--- src/rtl/seldiv_pkg.sv ---
package seldiv_pkg;

    typedef enum logic [1:0] {
        MODE_HIZ  = 2'd0,
        MODE_RSVD = 2'd1,
        MODE_TEST = 2'd2,
        MODE_RUN  = 2'd3
    } mode_e;

    typedef enum logic [1:0] {
        ST_BOOT  = 2'd0,
        ST_QUIET = 2'd1,
        ST_RUN   = 2'd2
    } ctl_state_e;

    typedef struct packed {
        mode_e mode;
        logic  ratio_hi;
        logic  apic_pci;
    } cfg_t;

    localparam cfg_t CFG_RESET = '{mode: MODE_HIZ, ratio_hi: 1'b0, apic_pci: 1'b0};

endpackage

--- src/rtl/seldiv_decode.sv ---
module seldiv_decode
    import seldiv_pkg::*;
(
    input  logic [3:0] pins_i,
    output cfg_t       cfg_o
);

    logic [2:0] code_w;
    assign code_w = pins_i[3:1];

    always_comb begin
        cfg_o.ratio_hi = pins_i[3];
        cfg_o.apic_pci = pins_i[0];
        unique case (code_w)
            3'b000:         cfg_o.mode = MODE_HIZ;
            3'b100:         cfg_o.mode = MODE_TEST;
            3'b011, 3'b111: cfg_o.mode = MODE_RUN;
            default:        cfg_o.mode = MODE_RSVD;
        endcase
    end

endmodule

--- src/rtl/seldiv_ctrl.sv ---
module seldiv_ctrl
    import seldiv_pkg::*;
#(
    parameter int QUIET_CYCLES = 2
) (
    input  logic       clk_i,
    input  logic       rst_ni,
    input  logic [3:0] pins_i,
    output logic [3:0] pins_q_o,
    input  cfg_t       cfg_nx_i,
    output cfg_t       cfg_o,
    output logic       clr_o
);

    localparam int QW = $clog2(QUIET_CYCLES + 1);
    localparam logic [QW-1:0] Q_LAST = QW'(QUIET_CYCLES - 1);

    ctl_state_e state_q, state_nx;
    cfg_t       cfg_q;
    logic [QW-1:0] quiet_cnt_q;
    logic [3:0] pins_q;

    // state register
    always_ff @(posedge clk_i or negedge rst_ni) begin
        if (!rst_ni) state_q <= ST_BOOT;
        else         state_q <= state_nx;
    end

    // next state
    always_comb begin
        state_nx = state_q;
        unique case (state_q)
            ST_BOOT:  state_nx = ST_QUIET;
            ST_QUIET: if (quiet_cnt_q == Q_LAST) state_nx = ST_RUN;
            ST_RUN:   if (cfg_nx_i != cfg_q) state_nx = ST_QUIET;
            default:  state_nx = ST_BOOT;
        endcase
    end

    // outputs
    always_comb begin
        clr_o    = (state_q != ST_RUN);
        cfg_o    = cfg_q;
        pins_q_o = pins_q;
    end

    // datapath: pin capture, configuration load, quiet window count
    always_ff @(posedge clk_i or negedge rst_ni) begin
        if (!rst_ni) begin
            pins_q      <= '0;
            cfg_q       <= CFG_RESET;
            quiet_cnt_q <= '0;
        end else begin
            pins_q <= pins_i;
            if (state_nx == ST_QUIET && state_q != ST_QUIET) begin
                cfg_q       <= cfg_nx_i;
                quiet_cnt_q <= '0;
            end else if (state_q == ST_QUIET) begin
                quiet_cnt_q <= quiet_cnt_q + 1'b1;
            end
        end
    end

    AST_REALIGN_ON_CHANGE: assert property (@(posedge clk_i) disable iff (!rst_ni)
        (state_q == ST_RUN && cfg_nx_i != cfg_q) |=> (state_q == ST_QUIET && clr_o));

    AST_CFG_HELD_IN_RUN: assert property (@(posedge clk_i) disable iff (!rst_ni)
        (state_q == ST_RUN && $past(state_q) == ST_RUN) |-> $stable(cfg_q));

endmodule

--- src/rtl/seldiv_phase.sv ---
module seldiv_phase
    import seldiv_pkg::*;
#(
    parameter int RATIO_LO     = 2,
    parameter int RATIO_HI     = 3,
    parameter int APIC_PER_PCI = 2
) (
    input  logic clk_i,
    input  logic rst_ni,
    input  logic clr_i,
    input  cfg_t cfg_i,
    output logic cpu_lv_o,
    output logic pci_lv_o,
    output logic apic_lv_o
);

    localparam int CW = $clog2(2 * RATIO_HI);
    localparam int AW = $clog2(APIC_PER_PCI);
    localparam logic [CW-1:0] LAST_LO  = CW'(2 * RATIO_LO - 1);
    localparam logic [CW-1:0] LAST_HI  = CW'(2 * RATIO_HI - 1);
    localparam logic [AW-1:0] A_LAST   = AW'(APIC_PER_PCI - 1);
    localparam logic [AW-1:0] A_HALF   = AW'(APIC_PER_PCI / 2);

    logic [CW-1:0] cnt_q;
    logic [AW-1:0] acnt_q;
    logic          active_q;
    logic          run_w;
    logic          en_w;
    logic [CW-1:0] ratio_w;
    logic [CW-1:0] last_w;

    assign run_w   = (cfg_i.mode == MODE_TEST) || (cfg_i.mode == MODE_RUN);
    assign ratio_w = cfg_i.ratio_hi ? CW'(RATIO_HI) : CW'(RATIO_LO);
    assign last_w  = cfg_i.ratio_hi ? LAST_HI : LAST_LO;
    assign en_w    = active_q && !clr_i && run_w;

    always_ff @(posedge clk_i or negedge rst_ni) begin
        if (!rst_ni) begin
            cnt_q    <= '0;
            acnt_q   <= '0;
            active_q <= 1'b0;
        end else if (clr_i || !run_w) begin
            cnt_q    <= '0;
            acnt_q   <= '0;
            active_q <= 1'b0;
        end else begin
            active_q <= 1'b1;
            if (active_q) begin
                if (cnt_q >= last_w) begin
                    cnt_q  <= '0;
                    acnt_q <= (acnt_q == A_LAST) ? '0 : acnt_q + 1'b1;
                end else begin
                    cnt_q <= cnt_q + 1'b1;
                end
            end
        end
    end

    always_comb begin
        cpu_lv_o  = en_w && !cnt_q[0];
        pci_lv_o  = en_w && (cnt_q < ratio_w);
        apic_lv_o = en_w && (acnt_q < A_HALF);
    end

    AST_CPU_TOGGLES: assert property (@(posedge clk_i) disable iff (!rst_ni)
        (en_w && $past(en_w)) |-> (cpu_lv_o != $past(cpu_lv_o)));

    AST_PCI_LAGS_CPU: assert property (@(posedge clk_i) disable iff (!rst_ni)
        $rose(pci_lv_o) |-> $rose(cpu_lv_o));

    AST_APIC_LAGS_PCI: assert property (@(posedge clk_i) disable iff (!rst_ni)
        $rose(apic_lv_o) |-> $rose(pci_lv_o));

endmodule

--- src/rtl/seldiv_drive.sv ---
module seldiv_drive
    import seldiv_pkg::*;
#(
    parameter int CPU_N  = 4,
    parameter int PCI_N  = 7,
    parameter int APIC_N = 2
) (
    input  logic              clk_i,
    input  logic              rst_ni,
    input  cfg_t              cfg_i,
    input  logic              cpu_lv_i,
    input  logic              pci_lv_i,
    input  logic              apic_lv_i,
    output logic [CPU_N-1:0]  cpu_clk_o,
    output logic              cpu_oe_o,
    output logic [PCI_N-1:0]  pci_clk_o,
    output logic              pci_oe_o,
    output logic [APIC_N-1:0] apic_clk_o,
    output logic              apic_oe_o
);

    logic cpu_q, pci_q, apic_q, pass_q;
    logic cpu_oe_q, pci_oe_q, apic_oe_q;

    always_ff @(posedge clk_i or negedge rst_ni) begin
        if (!rst_ni) begin
            cpu_q     <= 1'b0;
            pci_q     <= 1'b0;
            apic_q    <= 1'b0;
            pass_q    <= 1'b0;
            cpu_oe_q  <= 1'b0;
            pci_oe_q  <= 1'b0;
            apic_oe_q <= 1'b0;
        end else begin
            cpu_q     <= cpu_lv_i;
            pci_q     <= pci_lv_i;
            apic_q    <= cfg_i.apic_pci && apic_lv_i;
            pass_q    <= (cfg_i.mode == MODE_TEST) && !cfg_i.apic_pci;
            cpu_oe_q  <= (cfg_i.mode != MODE_HIZ);
            pci_oe_q  <= (cfg_i.mode != MODE_HIZ);
            apic_oe_q <= (cfg_i.mode == MODE_TEST) ||
                         ((cfg_i.mode != MODE_HIZ) && cfg_i.apic_pci);
        end
    end

    assign cpu_oe_o  = cpu_oe_q;
    assign pci_oe_o  = pci_oe_q;
    assign apic_oe_o = apic_oe_q;

    for (genvar gi = 0; gi < CPU_N; gi++) begin : g_cpu
        assign cpu_clk_o[gi] = cpu_q;
    end
    for (genvar gi = 0; gi < PCI_N; gi++) begin : g_pci
        assign pci_clk_o[gi] = pci_q;
    end
    for (genvar gi = 0; gi < APIC_N; gi++) begin : g_apic
        assign apic_clk_o[gi] = pass_q ? clk_i : apic_q;
    end

    AST_HIZ_QUIET: assert property (@(posedge clk_i) disable iff (!rst_ni)
        (cfg_i.mode == MODE_HIZ) |=> (!cpu_oe_o && !pci_oe_o && !apic_oe_o &&
                                     cpu_clk_o == '0 && pci_clk_o == '0 && !apic_q && !pass_q));

    AST_RSVD_LOW: assert property (@(posedge clk_i) disable iff (!rst_ni)
        (cfg_i.mode == MODE_RSVD) |=> (cpu_clk_o == '0 && pci_clk_o == '0 && !apic_q &&
                                      cpu_oe_o && pci_oe_o));

    AST_APIC_OFF_NORMAL: assert property (@(posedge clk_i) disable iff (!rst_ni)
        (cfg_i.mode == MODE_RUN && !cfg_i.apic_pci) |=> (!apic_oe_o && !apic_q));

endmodule

--- src/rtl/seldiv_top.sv ---
module seldiv_top
    import seldiv_pkg::*;
#(
    parameter int CPU_N        = 4,
    parameter int PCI_N        = 7,
    parameter int APIC_N       = 2,
    parameter int RATIO_LO     = 2,
    parameter int RATIO_HI     = 3,
    parameter int APIC_PER_PCI = 2,
    parameter int QUIET_CYCLES = 2
) (
    input  logic              clk_i,
    input  logic              rst_ni,
    input  logic              sel100_i,
    input  logic              sel1_i,
    input  logic              sel0_i,
    input  logic              apic_pci_i,
    output logic [CPU_N-1:0]  cpu_clk_o,
    output logic              cpu_oe_o,
    output logic [PCI_N-1:0]  pci_clk_o,
    output logic              pci_oe_o,
    output logic [APIC_N-1:0] apic_clk_o,
    output logic              apic_oe_o
);

    logic [3:0] pins_q;
    cfg_t       cfg_nx;
    cfg_t       cfg;
    logic       clr;
    logic       cpu_lv, pci_lv, apic_lv;

    seldiv_ctrl #(.QUIET_CYCLES(QUIET_CYCLES)) u_ctrl (
        .clk_i    (clk_i),
        .rst_ni   (rst_ni),
        .pins_i   ({sel100_i, sel1_i, sel0_i, apic_pci_i}),
        .pins_q_o (pins_q),
        .cfg_nx_i (cfg_nx),
        .cfg_o    (cfg),
        .clr_o    (clr)
    );

    seldiv_decode u_decode (
        .pins_i (pins_q),
        .cfg_o  (cfg_nx)
    );

    seldiv_phase #(
        .RATIO_LO     (RATIO_LO),
        .RATIO_HI     (RATIO_HI),
        .APIC_PER_PCI (APIC_PER_PCI)
    ) u_phase (
        .clk_i     (clk_i),
        .rst_ni    (rst_ni),
        .clr_i     (clr),
        .cfg_i     (cfg),
        .cpu_lv_o  (cpu_lv),
        .pci_lv_o  (pci_lv),
        .apic_lv_o (apic_lv)
    );

    seldiv_drive #(
        .CPU_N  (CPU_N),
        .PCI_N  (PCI_N),
        .APIC_N (APIC_N)
    ) u_drive (
        .clk_i      (clk_i),
        .rst_ni     (rst_ni),
        .cfg_i      (cfg),
        .cpu_lv_i   (cpu_lv),
        .pci_lv_i   (pci_lv),
        .apic_lv_i  (apic_lv),
        .cpu_clk_o  (cpu_clk_o),
        .cpu_oe_o   (cpu_oe_o),
        .pci_clk_o  (pci_clk_o),
        .pci_oe_o   (pci_oe_o),
        .apic_clk_o (apic_clk_o),
        .apic_oe_o  (apic_oe_o)
    );

endmodule

--- config.mk ---
export PLATFORM = sky130hd
export DESIGN_NAME = seldiv_top
export DESIGN_NICKNAME = d
export VERILOG_FILES = /design/src/rtl/seldiv_pkg.sv /design/src/rtl/seldiv_decode.sv /design/src/rtl/seldiv_ctrl.sv /design/src/rtl/seldiv_phase.sv /design/src/rtl/seldiv_drive.sv /design/src/rtl/seldiv_top.sv
export SDC_FILE = /design/constraint.sdc
export NUM_CORES = 1
export LEC_CHECK = 0
export ABC_AREA = 1
export CAP_MARGIN = 30
export CORE_MARGIN = 5
export CORE_UTILIZATION = 45
export DETAILED_ROUTE_END_ITERATION = 10
export GPL_ROUTABILITY_DRIVEN = 1
export PLACE_DENSITY = 0.71
export RECOVER_POWER = 25
export SLEW_MARGIN = 20
export SYNTH_ARGS = -nofsm -noshare
export SYNTH_HDL_FRONTEND = slang
export SYNTH_SLANG_ARGS = --single-unit
export TNS_END_PERCENT = 5
--- constraint.sdc ---
create_clock -name clk_i -period 2.3 [get_ports clk_i]
set_input_delay 0.23 -clock clk_i [delete_from_list [all_inputs] [get_ports clk_i]]
set_output_delay 0.23 -clock clk_i [all_outputs]
set_load 0.02 [all_outputs]
==> results.toml <==
[timing]
finalMaxSlewViolations = 0
hold_viol_final = 0
slew_headroom_pct = 19.06
finalSetupViolCount = 0
tightest_slew_ns = 1.214
rsz0062_at_grt = "yes"
skew_ns = 0.004116

[drt]
detail-route-antenna-nets = 0
first_pass_iters = 4
vias_per_cell = 4.794
drtIter0Drc = 10
num_vias = 839
route.detailed.drc = 0
wl_per_cell_um = 11.45
wl_um = 2003

[critical_path]
critPathKind = "clk2out"
r2r-end = "u_ctrl.cfg_o[3]"
path_max_fanout = 2
reg2reg_from = "u_ctrl.quiet_cnt_q[0]"
arrival_ns = 2.04
start_kind = "clock port"
endpoint_kind = "output pin"
cp-endpoint = "apic_clk_o[0]"
r2r_cells = 5
startpoint = "clk_i"
required_ns = 2.07
rrSetupSlack_ns = 0.77

[run_status]
status = "finished, final reports clean"

[die]
initial_utilization_pct = 46.89
die_x_um = 60.58
core_um2 = 2455
dieArea_um2 = 3669
rows = 18
die_h_um = 60.58
io_pins = 22

[logic_synthesis]
seq_area_frac_synth_pct = 50.00
yosysWarnings = 0
avgSynthCellArea_um2 = 9.136
syn_area_um2 = 1151
syn-instance-count = 126
netlist-cell-type-count = 23
syn_nets = 136
synth-seq-cells = 23

[clocking]
cts_setup_buffers = 0
hold_buffers = 0
cts_tree = "yes"
clk_pin_slew_ns = 0.13
insertion_delay_ns = 0.42

[cells_and_area]
stdcell_area_um2 = 1396
drive_gt1_share_pct = 20.69
diodes = 0
post-route-util_pct = 56.88
nNetsFinal = 156
syn2layout_area_growth_pct = 21.30

[grt]
grt_antenna_before_repair = 0
grt_max_degree = 24
grt_pass1_vias = 888
grt_usage_pct = 14.31
overflow = 0
grt_pass1_wl_um = 3546

[hold_path]
min_path_type = "in2reg"
min_from = "sel0_i"

[flow_run]
drv_cap = 0

[placed_design]
io_buffer_count = 21
dp_hpwl_um = 1441
place_area_um2 = 1309
gp_congestion = 0.7939

[power]
p_leak_nw = 0.6737
pwr_density_cell_nw_per_um2 = 988.3
ir_drop_v = 0.0006614
-- per-layer routing --
| layer | GRT usage (%) | vias to the layer above | part of all wire, % |
|---|---|---|---|
| met5 | 0 | - | 0 |
| met4 | 12.69 | 0 | 1.8 |
| li1 | - | 426 | - |
| met3 | 7.660 | 5 | 8.0 |
| met2 | 21.68 | 26 | 47 |
| met1 | 14.07 | 382 | 43 |
-- worst max-delay path, stage by stage --
cell and delay [ns]:
clkbuf_4 0.12, clkbuf_4 0.12, clkbuf_4 0.12, mux2_4 0.27, clkbuf_8 0.14, buf_6 0.12
-- what timing repair did --
action	4_1_cts	5_1_grt
endpoints found under the setup margin	2	2
pin swaps	0	0
resized for setup	15	0
-- synth_stat cells --
| library cell | count | area share (%) |
|---|---|---|
| a21oi_1 | 2 | 0.87 |
| a22oi_1 | 1 | 0.65 |
| buf_4 | 13 | 8.5 |
| dfrtp_1 | 23 | 50 |
| ha_1 | 4 | 4.3 |
| inv_1 | 18 | 5.9 |
| inv_2 | 3 | 0.98 |
| mux2_2 | 1 | 0.98 |
| nand2_1 | 23 | 7.5 |
| nand2_2 | 5 | 2.7 |
| nand3_1 | 7 | 3.0 |
| nand3_2 | 1 | 0.87 |
| nand4_1 | 4 | 2.2 |
| nor2_1 | 3 | 0.98 |
| nor2_2 | 2 | 1.1 |
| nor2_4 | 2 | 2.0 |
| nor3_1 | 3 | 1.3 |
| o21a_1 | 1 | 0.65 |
| o21ai_0 | 4 | 1.7 |
| o21ai_1 | 1 | 0.43 |
| o21ai_2 | 2 | 1.5 |
| or2_2 | 2 | 1.1 |
| xor2_1 | 1 | 0.76 |
-- sequential cells by signal, indices dropped and copies added (netlist names), 2 cells and up --
signal and count:
u_ctrl.pins_q_o 4, u_ctrl.quiet_cnt_q 2, u_phase.cnt_q 3, u_ctrl.cfg_o 4
u_ctrl.state_q 2
-- through the flow --
step	cells	setup WS [ns]	hold slack (ns)	power (mW)	setup TNS [ns]
after CTS	175	0.001215	0.1361	1.409	0
after global placement	165	0.1383	0.4252	1.049	0
after detailed placement	165	0.1383	0.4286	1.070	0
final	175	0.02967	0.3502	1.380	0
after floorplan	126	0.4319	-0.06559	0.9258	0
after global routing	175	-0.005098	0.3300	1.507	-0.009950
-- worst min-delay path by stage --
stage                             to  cells after the start
6_report          u_ctrl.pins_q_o[1]                      1
5_1_grt           u_ctrl.pins_q_o[2]                      1
4_1_cts        u_ctrl.quiet_cnt_q[0]                      2
3_5_place_dp          u_drive.apic_q                      1
3_3_place_gp          u_drive.apic_q                      1
2_1_floorplan        u_ctrl.cfg_o[0]                      0
-- report_power, final --
group | internal (mW) | switching [mW]
clock network | 0.181 | 0.173
registers | 0.500 | 0.0849
logic | 0.180 | 0.261
total | 0.861 | 0.519
-- logic make-up after synthesis --
group / count (synthesis) / synth area share, %
adder cells (fa/ha/maj): 4 / 4.348
buffers and inverters: 34 / 15.33
flip-flops: 23 / 50.00
AND/OR/NAND/NOR: 52 / 22.72
multiplexers: 1 / 0.9782
AO/OA/AOI/OAI: 11 / 5.870
XOR/XNOR: 1 / 0.7610
-- final cells by class --
cell class / count / area [um^2]
clock buffer: 11 / 102.6
clock inverter: 1 / 5.005
fill: 217 / 1059
inverter: 21 / 78.83
multi-input combinational: 69 / 402.9
sequential: 23 / 575.6
tap: 30 / 37.54
timing repair buffer: 20 / 193.9
-- cell usage in the layout, fill, tap and decap left out, types with 2 or more instances in the layout --
cell type        instances
a21oi_1                  2
buf_6                    2
clkbuf_4                 7
clkbuf_8                 2
clkdlybuf4s50_1         14
dfrtp_1                 23
dlygate4sd3_1            5
ha_1                     4
inv_1                   18
inv_2                    3
nand2_1                 23
nand2_2                  5
nand3_1                  7
nand4_1                  4
nor2_1                   3
nor2_2                   2
nor2_4                   2
nor3_1                   3
o21ai_0                  4
o21ai_2                  2
or2_2                    2
(Power assumes the default switching activity.)
